**config.mk**
```make
export PLATFORM = sky130hd
export DESIGN_NAME = rtc_regs_top
export DESIGN_NICKNAME = d
export VERILOG_FILES = /design/src/rtl/rtc_pkg.sv /design/src/rtl/rtc_ctrl.sv /design/src/rtl/rtc_dpath.sv /design/src/rtl/rtc_regs_top.sv
export SDC_FILE = /design/constraint.sdc
export NUM_CORES = 1
export LEC_CHECK = 0
export BUFFER_PORTS_ARGS = -buffer_cell sky130_fd_sc_hd__clkbuf_2
export CORE_UTILIZATION = 60
export CTS_CLUSTER_SIZE = 12
export DETAILED_ROUTE_END_ITERATION = 16
export PLACE_DENSITY = 0.82
export SETUP_SLACK_MARGIN = 0.02
export SYNTH_ARGS = -nofsm -noshare
export SYNTH_HDL_FRONTEND = slang
export SYNTH_SLANG_ARGS = --single-unit
```
**constraint.sdc**
```tcl
create_clock -name clk -period 5.5 [get_ports clk]
set_input_delay 0.825 -clock clk [delete_from_list [all_inputs] [get_ports clk]]
set_output_delay 0.825 -clock clk [all_outputs]
set_load 0.05 [all_outputs]
```
**src/rtl/rtc_pkg.sv**
```systemverilog
package rtc_pkg;

  localparam int DATA_W = 32;
  localparam int ADDR_W = 6;
  localparam int EVT_W  = 5;

  localparam logic [ADDR_W-1:0] OFF_BUSY   = 6'h04;
  localparam logic [ADDR_W-1:0] OFF_SEC    = 6'h08;
  localparam logic [ADDR_W-1:0] OFF_SNAP   = 6'h0C;
  localparam logic [ADDR_W-1:0] OFF_MS     = 6'h10;
  localparam logic [ADDR_W-1:0] OFF_ALMA   = 6'h14;
  localparam logic [ADDR_W-1:0] OFF_ALMB   = 6'h18;
  localparam logic [ADDR_W-1:0] OFF_MSALM  = 6'h1C;
  localparam logic [ADDR_W-1:0] OFF_ENABLE = 6'h28;
  localparam logic [ADDR_W-1:0] OFF_STATUS = 6'h2C;

  typedef enum logic [3:0] {
    SEL_NONE, SEL_BUSY, SEL_SEC, SEL_SNAP, SEL_MS,
    SEL_ALMA, SEL_ALMB, SEL_MSALM, SEL_ENABLE, SEL_STATUS
  } regSelE;

  typedef struct packed {
    logic              wrSec;
    logic              wrAlmA;
    logic              wrAlmB;
    logic              wrMsAlm;
    logic              wrEnable;
    logic              clrStatus;
    logic              rdEn;
    logic              rdMs;
    logic              msStep;
    regSelE            rdSel;
    logic [DATA_W-1:0] wdata;
  } rtcStrobeT;

endpackage

```
**src/rtl/rtc_ctrl.sv**
```systemverilog
module rtc_ctrl
  import rtc_pkg::*;
#(
  parameter int TICKS_PER_MS = 33,
  parameter int BUSY_PERIOD  = 8,
  parameter int BUSY_LEN     = 16
) (
  input  logic              clk,
  input  logic              rstN,
  input  logic              tickStb,
  input  logic              selIn,
  input  logic              wrEnIn,
  input  logic [ADDR_W-1:0] addrIn,
  input  logic [DATA_W-1:0] wdataIn,
  output rtcStrobeT         strb,
  output logic              busyOut
);

  localparam int PRE_W = (TICKS_PER_MS > 1) ? $clog2(TICKS_PER_MS) : 1;
  localparam int PH_W  = (BUSY_PERIOD > 1) ? $clog2(BUSY_PERIOD) : 1;
  localparam int LEN_W = $clog2(BUSY_LEN + 1);
  localparam logic [PRE_W-1:0] PRE_LAST = PRE_W'(TICKS_PER_MS - 1);
  localparam logic [PH_W-1:0]  PH_LAST  = PH_W'(BUSY_PERIOD - 1);

  logic [PRE_W-1:0] preQ;
  logic [PH_W-1:0]  phaseQ;
  logic [LEN_W-1:0] busyCntQ;
  logic             msStep;
  logic             windowOpen;
  regSelE           sel;
  logic             wrOk;

  assign msStep     = tickStb && (preQ == PRE_LAST);
  assign windowOpen = tickStb && (phaseQ == PH_LAST);
  assign busyOut    = (busyCntQ != '0);

  // tick prescaler to millisecond steps
  always_ff @(posedge clk or negedge rstN) begin
    if (!rstN) begin
      preQ <= '0;
    end else if (tickStb) begin
      preQ <= (preQ == PRE_LAST) ? '0 : preQ + 1'b1;
    end
  end

  // update-window scheduler
  always_ff @(posedge clk or negedge rstN) begin
    if (!rstN) begin
      phaseQ   <= '0;
      busyCntQ <= '0;
    end else begin
      if (tickStb) begin
        phaseQ <= (phaseQ == PH_LAST) ? '0 : phaseQ + 1'b1;
      end
      if (windowOpen) begin
        busyCntQ <= LEN_W'(BUSY_LEN);
      end else if (busyCntQ != '0) begin
        busyCntQ <= busyCntQ - 1'b1;
      end
    end
  end

  always_comb begin
    unique case (addrIn)
      OFF_BUSY:   sel = SEL_BUSY;
      OFF_SEC:    sel = SEL_SEC;
      OFF_SNAP:   sel = SEL_SNAP;
      OFF_MS:     sel = SEL_MS;
      OFF_ALMA:   sel = SEL_ALMA;
      OFF_ALMB:   sel = SEL_ALMB;
      OFF_MSALM:  sel = SEL_MSALM;
      OFF_ENABLE: sel = SEL_ENABLE;
      OFF_STATUS: sel = SEL_STATUS;
      default:    sel = SEL_NONE;
    endcase
  end

  assign wrOk = selIn && wrEnIn && !busyOut;

  always_comb begin
    strb           = '0;
    strb.wdata     = wdataIn;
    strb.msStep    = msStep;
    strb.rdSel     = sel;
    strb.rdEn      = selIn && !wrEnIn;
    strb.rdMs      = selIn && !wrEnIn && (sel == SEL_MS);
    strb.wrSec     = wrOk && (sel == SEL_SEC);
    strb.wrAlmA    = wrOk && (sel == SEL_ALMA);
    strb.wrAlmB    = wrOk && (sel == SEL_ALMB);
    strb.wrMsAlm   = wrOk && (sel == SEL_MSALM);
    strb.wrEnable  = wrOk && (sel == SEL_ENABLE);
    strb.clrStatus = wrOk && (sel == SEL_STATUS);
  end

  AST_BUSY_RISE: assert property (@(posedge clk) disable iff (!rstN)
    $rose(busyOut) |-> $past(tickStb));

  AST_BUSY_SPAN: assert property (@(posedge clk) disable iff (!rstN)
    (busyOut && !tickStb) |=> (busyCntQ == $past(busyCntQ) - 1'b1));

endmodule

```
**src/rtl/rtc_dpath.sv**
```systemverilog
module rtc_dpath
  import rtc_pkg::*;
#(
  parameter int MS_PER_SEC = 1000
) (
  input  logic              clk,
  input  logic              rstN,
  input  rtcStrobeT         strb,
  input  logic              busyIn,
  output logic [DATA_W-1:0] rdataOut,
  output logic              irqOut
);

  localparam int MS_W = (MS_PER_SEC > 1) ? $clog2(MS_PER_SEC) : 1;
  localparam int N_SEC_ALM = 2;
  localparam logic [MS_W-1:0] MS_LAST = MS_W'(MS_PER_SEC - 1);

  logic [DATA_W-1:0] secQ;
  logic [DATA_W-1:0] snapQ;
  logic [MS_W-1:0]   msQ;
  logic [MS_W-1:0]   msAlmQ;
  logic [EVT_W-1:0]  enableQ;
  logic [EVT_W-1:0]  statusQ;
  logic [DATA_W-1:0] secAlmQ [N_SEC_ALM];
  logic [N_SEC_ALM-1:0] secAlmWr;
  logic [N_SEC_ALM-1:0] secMatch;
  logic [N_SEC_ALM-1:0] secMatchPrev;
  logic [N_SEC_ALM-1:0] secHit;
  logic              msMatch;
  logic              msMatchPrev;
  logic              msHit;
  logic              msWrap;
  logic [EVT_W-1:0]  events;
  logic [DATA_W-1:0] rdMux;

  assign msWrap = strb.msStep && (msQ == MS_LAST);

  // time counters
  always_ff @(posedge clk or negedge rstN) begin
    if (!rstN) begin
      msQ  <= '0;
      secQ <= '0;
    end else begin
      if (strb.msStep) begin
        msQ <= msWrap ? '0 : msQ + 1'b1;
      end
      if (strb.wrSec) begin
        secQ <= strb.wdata;
      end else if (msWrap) begin
        secQ <= secQ + 1'b1;
      end
    end
  end

  // snapshot captured on a milliseconds read
  always_ff @(posedge clk or negedge rstN) begin
    if (!rstN) begin
      snapQ <= '0;
    end else if (strb.rdMs) begin
      snapQ <= secQ;
    end
  end

  assign secAlmWr = {strb.wrAlmB, strb.wrAlmA};

  for (genvar g = 0; g < N_SEC_ALM; g++) begin : gSecAlm
    always_ff @(posedge clk or negedge rstN) begin
      if (!rstN) begin
        secAlmQ[g]      <= '0;
        secMatchPrev[g] <= 1'b0;
      end else begin
        if (secAlmWr[g]) begin
          secAlmQ[g] <= strb.wdata;
        end
        secMatchPrev[g] <= secMatch[g];
      end
    end
    assign secMatch[g] = (secAlmQ[g] != '0) && (secQ == secAlmQ[g]);
    assign secHit[g]   = secMatch[g] && !secMatchPrev[g];
  end

  always_ff @(posedge clk or negedge rstN) begin
    if (!rstN) begin
      msAlmQ      <= '0;
      msMatchPrev <= 1'b0;
      enableQ     <= '0;
    end else begin
      if (strb.wrMsAlm) begin
        msAlmQ <= strb.wdata[MS_W-1:0];
      end
      if (strb.wrEnable) begin
        enableQ <= strb.wdata[EVT_W-1:0];
      end
      msMatchPrev <= msMatch;
    end
  end

  assign msMatch = (msAlmQ != '0) && (msQ == msAlmQ);
  assign msHit   = msMatch && !msMatchPrev;
  assign events  = {2'b00, msHit, secHit};

  // sticky status, cleared by writing ones; a new event wins over a clear
  always_ff @(posedge clk or negedge rstN) begin
    if (!rstN) begin
      statusQ <= '0;
    end else begin
      statusQ <= (strb.clrStatus ? (statusQ & ~strb.wdata[EVT_W-1:0]) : statusQ)
                 | events;
    end
  end

  assign irqOut = |(statusQ & enableQ);

  always_comb begin
    unique case (strb.rdSel)
      SEL_BUSY:   rdMux = DATA_W'(busyIn);
      SEL_SEC:    rdMux = secQ;
      SEL_SNAP:   rdMux = snapQ;
      SEL_MS:     rdMux = DATA_W'(msQ);
      SEL_ALMA:   rdMux = secAlmQ[0];
      SEL_ALMB:   rdMux = secAlmQ[1];
      SEL_MSALM:  rdMux = DATA_W'(msAlmQ);
      SEL_ENABLE: rdMux = DATA_W'(enableQ);
      SEL_STATUS: rdMux = DATA_W'(statusQ);
      default:    rdMux = '0;
    endcase
  end

  always_ff @(posedge clk or negedge rstN) begin
    if (!rstN) begin
      rdataOut <= '0;
    end else if (strb.rdEn) begin
      rdataOut <= rdMux;
    end
  end

  AST_MS_RANGE: assert property (@(posedge clk) disable iff (!rstN)
    msQ <= MS_LAST);

  AST_SEC_CARRY: assert property (@(posedge clk) disable iff (!rstN)
    (msWrap && !strb.wrSec) |=> (secQ == $past(secQ) + 1'b1));

  AST_SEC_HOLD: assert property (@(posedge clk) disable iff (!rstN)
    (!msWrap && !strb.wrSec) |=> $stable(secQ));

  AST_SNAP_HOLD: assert property (@(posedge clk) disable iff (!rstN)
    !strb.rdMs |=> $stable(snapQ));

  AST_STATUS_STICKY: assert property (@(posedge clk) disable iff (!rstN)
    !strb.clrStatus |=> (($past(statusQ) & ~statusQ) == '0));

  AST_NO_COUNTDOWN: assert property (@(posedge clk) disable iff (!rstN)
    statusQ[4:3] == 2'b00);

endmodule

```
**src/rtl/rtc_regs_top.sv**
```systemverilog
module rtc_regs_top
  import rtc_pkg::*;
#(
  parameter int TICKS_PER_MS = 33,
  parameter int MS_PER_SEC   = 1000,
  parameter int BUSY_PERIOD  = 8,
  parameter int BUSY_LEN     = 16
) (
  input  logic        clk,
  input  logic        rstN,
  input  logic        tickStb,
  input  logic        selIn,
  input  logic        wrEnIn,
  input  logic [5:0]  addrIn,
  input  logic [31:0] wdataIn,
  output logic [31:0] rdataOut,
  output logic        irqOut
);

  rtcStrobeT strb;
  logic      busy;

  rtc_ctrl #(
    .TICKS_PER_MS(TICKS_PER_MS),
    .BUSY_PERIOD (BUSY_PERIOD),
    .BUSY_LEN    (BUSY_LEN)
  ) uCtrl (
    .clk    (clk),
    .rstN   (rstN),
    .tickStb(tickStb),
    .selIn  (selIn),
    .wrEnIn (wrEnIn),
    .addrIn (addrIn),
    .wdataIn(wdataIn),
    .strb   (strb),
    .busyOut(busy)
  );

  rtc_dpath #(
    .MS_PER_SEC(MS_PER_SEC)
  ) uDpath (
    .clk     (clk),
    .rstN    (rstN),
    .strb    (strb),
    .busyIn  (busy),
    .rdataOut(rdataOut),
    .irqOut  (irqOut)
  );

  AST_BUSY_WRITE_DROP: assert property (@(posedge clk) disable iff (!rstN)
    (busy && selIn && wrEnIn && addrIn == OFF_SEC && !strb.msStep)
      |=> $stable(uDpath.secQ));

endmodule

```
# --- Word level (Yosys, flattened, before mapping) ---
# Index checks and enable logic that the tools add are counted.
totals:
  reg_bits: 207
  inputBits: 43
  output_inout_bits: 33
  word_cells: 89
classes:
  n_addsub: 5
  eq_ne: 24
  n_mux: 10
  bitwise: 4
  reduce_logical: 31
ops:
  columns: ["operator", "n"]
  rows:
  - ["$pmux W32 S9", 1]
  - ["$eq A32 B32 Y1", 2]
  - ["$mux W32", 2]
  - ["$reduce_bool A32 Y1", 2]
  - ["$pmux W4 S9", 1]
  - ["$add A32 B1 Y32 const B", 1]
  - ["$eq A6 B5 Y1 const B", 4]
  - ["$logic_and A1 B1 Y1", 19]
  - ["$eq A6 B6 Y1 const B", 3]
  - ["$eq A4 B3 Y1 const B", 4]
  - ["$mux W5", 3]
  - ["$eq A6 B4 Y1 const B", 2]
  - ["$add A10 B1 Y10 const B", 1]
  - ["$and A5 B5 Y5", 2]
  - ["$eq A10 B10 Y1", 1]
  - ["$eq A10 B10 Y1 const B", 1]
  - ["$mux W10", 1]
  - ["$reduce_bool A10 Y1", 1]
  - ["$eq A4 B2 Y1 const B", 2]
  - ["$eq A4 B4 Y1 const B", 2]
  - ["$add A6 B1 Y6 const B", 1]
  - ["$eq A6 B3 Y1 const B", 1]
  - ["$mux W6", 1]
  - ["$logic_not A1 Y1", 5]
  - ["10 further kinds", 11]

# --- Depth between registers and ports, before layout ---
depth:
  word_depth: 6
  mapped_depth: 9
  ltp_nobuf: 7

# --- By module ---
# A second synthesis with hierarchy kept.
hier_totals:
  cells_unflattened: 1037
  hier_area_um2: 11088.1
by_module_without_submodules:
  columns: ["mod", "instances", "cells_each", "area_per_inst_um2", "seq_area_each_um2"]
  rows:
  - ["rtc_dpath", 1, 912, 9992.1, 4829.6]
  - ["rtc_ctrl", 1, 125, 1096.1, 350.3]

# --- Worst setup path after synthesis ---
# Ideal clock, no wire load.
synth_path:
  path_kind: "input -> register"
  startpoint: "input addrIn[5]"
  endpoint: "register uDpath.secAlmQ[10] (netlist name)"
  setup_ns: 0.125
  t_arrival_ns: 2.479
  required_time_ns: 5.375
  setup_slack_ns: 2.896
  stages: 8
  path_buffers: 4
  cell_sequence: "clkbuf_1 > nand2b_1 > clkbuf_1 > nor3_2 > nor2b_1 > clkbuf_1 > buf_2 > mux2_2"
synth_between:
  elab_chain_len: 4
  elab_cells_between_ends: 12
  classes_between: "eq/ne (10); mux (1); reduce/logical (1)"
synth_rtl:
  columns: ["item", "line", "rtl"]
  rows:
  - ["from (decl)", "rtc_regs_top.sv:14", "input logic [5:0] addrIn,"]
  - ["$eq A6 B6 Y1, or another cell as far along", "rtc_ctrl.sv:64", "unique case (addrIn)"]
  - ["$pmux W4 S9 (*)", "rtc_ctrl.sv:64", null]
  - ["$eq A4 B3 Y1 (*)", "rtc_ctrl.sv:89", "strb.wrAlmB = wrOk && (sel == SEL_ALMB);"]
  - ["$logic_and A1 B1 Y1 (*)", "rtc_ctrl.sv:89", null]
  - ["to (signal, indexed assignment)", "rtc_dpath.sv:73", "secAlmQ[g] <= strb.wdata;"]
  - ["to (decl)", "rtc_dpath.sv:24", "logic [DATA_W-1:0] secAlmQ [N_SEC_ALM];"]
# Mark *: on every way between the ends. The rest lies on a longest branch, timed or not.
# A chain may end at the register's enable or synchronous reset.

# --- Worst setup path after layout ---
layout_path:
  startpoint: "register uCtrl.busyCntQ[0]"
  endpoint: "register uDpath.secAlmQ[18] (netlist name)"
layout_between:
  elab_chain_len: 4
layout_rtl:
  columns: ["item", "line", "rtl"]
  rows:
  - ["from (decl)", "rtc_ctrl.sv:27", "logic [LEN_W-1:0] busyCntQ;"]
  - ["from (signal assigned)", "rtc_ctrl.sv:56", "busyCntQ <= LEN_W'(BUSY_LEN);"]
  - ["from (signal assigned)", "rtc_ctrl.sv:58", "busyCntQ <= busyCntQ - 1'b1;"]
  - ["$reduce_bool A5 Y1", "rtc_ctrl.sv:35", "assign busyOut = (busyCntQ != '0);"]
  - ["$logic_not A1 Y1", "rtc_ctrl.sv:78", "assign wrOk = selIn && wrEnIn && !busyOut;"]
  - ["$logic_and A1 B1 Y1", "rtc_ctrl.sv:78", null]
  - ["$logic_and A1 B1 Y1", "rtc_ctrl.sv:89", null]
# No other way between the ends.

==> summary.md <==
| Metric | Value |
|---|---|
| Max-slew violations | 0 |
| DR WL/cell | between 20 and 25 um |
| Worst Hold Class | input pin to async pin |
| GRT met1 Usage | a little under half |
| Average size of a mapped cell | between 10 and 15 um2 |
| Post-DRT Antenna Nets | 0 |
| Top cells by area, synth | dfrtp_1 47%, mux2_2 12%, xnor2_1 5.0% |
| Port Buf Inserts | between 70 and 80 |
| Ports | between 70 and 80 |
| Met2 GRT Util | 49.3% |
| DP HPWL | slightly above 20,000 um |
| CTS tree | built |
| Vias/cell | 6.66 |
| Tmin final | around 3.5 ns |
| Reg2reg setup slack | ~2.0 ns |
| Largest net degree at the start of global routing | approximately 100 |
| Arrival time at the worst endpoint | just under 4 ns |
| Busiest grt layer | met2 |
| Syn-to-layout area delta | 10.4% |
| Overall Global Routing Usage | between 30 and 40% |
| Wirelength, routed | 29,400 um |
| Worst Setup End Kind | flip-flop |
| RR Startpoint | uCtrl.busyCntQ[0]$_DFFE_PN0P_ |
| Die H | about 140 um |
| Cells on worst reg2reg path | 7 |
| CP Launch Type | flip-flop |
| Root Buffer | clkbuf_16 |
| Clk buf depth | 3 |
| Most numerous cell in the Yosys netlist | dfrtp_1 |
| P_leak | roughly 5.9 nW |
| Clock latency at the later pin of the worst-skew pair | 0.51 ns |
| Post-synthesis cell type count | between 50 and 60 |
| Worst-path fanout max | 17 |
| DIE WIDTH | roughly 140 um |
| Predominant post-synthesis flop cell | dfrtp_1 |
| First-pass GRT wire length | 46,200 um |
| Required time of the critical path | between 5 and 6 ns |
| Rel. slew slack | a little over an eighth |
| Layout cells sized above 1 | between 20 and 30% |
| Most frequent cells after synthesis | 207 x dfrtp_1, 119 x mux2_2, 87 x nand2_1 |
| Via count | roughly 8,400 |
| Die area | 0.0188 mm2 |
| H-tree Lvls | 1 |
| Status | finished, final reports clean |
| Final nets | roughly 1,100 |
| CTS sink count | between 200 and 250 |
| Number of gates resized after CTS | 0 |
| Synth area leader | dfrtp_1 |
| Number of synthesized register bits | ~210 |
| # diodes | 0 |
| Top cell type's share of synthesized area | about 47% |
| Finished Core Util | 68.8% |
| Share of synthesized flip-flops with an asynchronous set or reset | 100% |
| Synthesized Nets | between 1,000 and 1,500 |
| Drt initial violations | 880 |
| Total gr overflow | 0 |
| TritonCTS buffer count | 23 |
| Netlist Area Pre-Place | 0.0109 mm2 |
| Final cycle utilization of the critical path | around 63% |
| CTS Hold Buffers Added | 0 |
| Initial core utilization | 62.3% |
| Synthesis warning total | 0 |
| Met3 Usage GRT | 6.15% |
| Max rail drop VDD | 0.000229 V |
| Setup TNS | 0 ns |
| Post-synth EDFFs | 0 |
| Row cnt | 48 |
| Initial antenna violation count | 0 |
| GPL Wtd Cong | ~0.96 |
| Clk slew on worst S/H paths | approximately 0.06 ns |
| Vias in the first global route | 8,178 |
| Worst slew pin tran | approximately 1.3 ns |
| Max cap viols | 0 |
| R2R Path End | uDpath.secAlmQ[18]$_DFFE_PN0P_ |
| PwrDens | about 300 mW/mm2 |
| Fmax | ~0.29 GHz |
| Synthesized instance count | between 900 and 1,000 |
| Postcts setup bufs | 0 |
| # setup viols final | 0 |
| Final hold vios | 0 |
| DR pass1 iterations | 5 |
| DR DRC count | 0 |
| Register area share after synthesis | ~47% |
| Worst Skew | around 0.014 ns |
| Crit path kind | flip-flop to flip-flop |
| Unrepaired setup endpoints after global routing | false |
| Core area | between 0.015 and 0.02 mm2 |
routing by layer:
layer | share of wire [%] | vias to the layer above
met5 | 0 | -
met2 | 45 | 390
met3 | 8.1 | 89
met4 | 3.6 | 0
li1 | - | 3668
met1 | 43 | 4267
critical path, stage by stage, from the launching register on:
cell and delay [ns]:
dfrtp_1 0.40, inv_1 0.11, ha_1 0.24, nor4b_1 0.43
nand3_1 0.51, nor2b_2 0.89, buf_4 0.40, mux2_2 0.37
state kept, by name, indices dropped and copies added, names as in the netlist, 6 cells and up:
signal           cells
uDpath.rdataOut     32
uCtrl.preQ           6
uDpath.secAlmQ      64
uDpath.msQ          10
uDpath.secQ         32
uDpath.msAlmQ       10
uDpath.snapQ        32
power breakdown:
| group | switching (mW) | internal [mW] |
|---|---|---|
| clock | 0.584 | 0.858 |
| combinational | 0.238 | 0.196 |
| sequential | 0.122 | 1.62 |
| total | 0.944 | 2.67 |
kinds of logic after synthesis:
logic type | Yosys count | synth area share, %
buf+inv | 105 | 4.23
xor+xnor | 115 | 9.22
mux | 123 | 12.7
simple gates | 272 | 14.7
flops | 207 | 47.4
fa+ha+maj | 7 | 0.802
compound gates | 169 | 11.0
cell type report:
class | count | area, um2
clock inverter | 4 | 22.5
timing repair buffer | 87 | 474
tap | 225 | 282
fill | 1281 | 5470
inverter | 19 | 71.3
multi-input combinational | 686 | 5350
clock buffer | 35 | 691
sequential | 207 | 5180
stage by stage:
step	hold slack, ns	setup WS (ns)	cell area, um2	instances	power, mW
3_5_place_dp	0.437	1.83	11400	1224	2.19
4_1_cts	0.445	2.10	12100	1263	3.62
6_report	0.392	2.02	12100	1263	3.61
2_1_floorplan	0.408	2.90	10900	998	2.02
5_1_grt	0.456	1.84	12100	1263	3.75
3_3_place_gp	0.417	1.94	11400	1224	2.17
worst max-delay path by stage:
stage	startpoint	end	cells after the start
finish	uCtrl.busyCntQ[0]$_DFFE_PN0P_	uDpath.secAlmQ[18]$_DFFE_PN0P_	7
global route	uCtrl.busyCntQ[0]$_DFFE_PN0P_	uDpath.secAlmQ[18]$_DFFE_PN0P_	7
CTS	uCtrl.busyCntQ[0]$_DFFE_PN0P_	uDpath.secAlmQ[27]$_DFFE_PN0P_	7
detailed placement	addrIn[2]	uDpath.secAlmQ[22]$_DFFE_PN0P_	7
global placement	addrIn[2]	uDpath.secAlmQ[30]$_DFFE_PN0P_	7
floorplan	addrIn[5]	uDpath.secAlmQ[10]$_DFFE_PN0P_	8
placed cells by master, fill, tap and decap left out, types with 19 or more instances in the layout:
| cell type | Yosys | layout |
|---|---|---|
| mux2_2 | 119 | 119 |
| dfrtp_1 | 207 | 207 |
| clkbuf_16 | 0 | 23 |
| a22oi_1 | 60 | 60 |
| xnor2_1 | 62 | 62 |
| nand4_1 | 23 | 23 |
| inv_1 | 19 | 19 |
| clkbuf_2 | 1 | 74 |
| nor4_1 | 37 | 37 |
| nor2_1 | 29 | 29 |
| o21ai_0 | 31 | 31 |
| a22o_1 | 30 | 30 |
| xor2_1 | 53 | 53 |
| nand3_1 | 22 | 22 |
| nand2_1 | 87 | 87 |
Power figures use the tool's default switching activity.
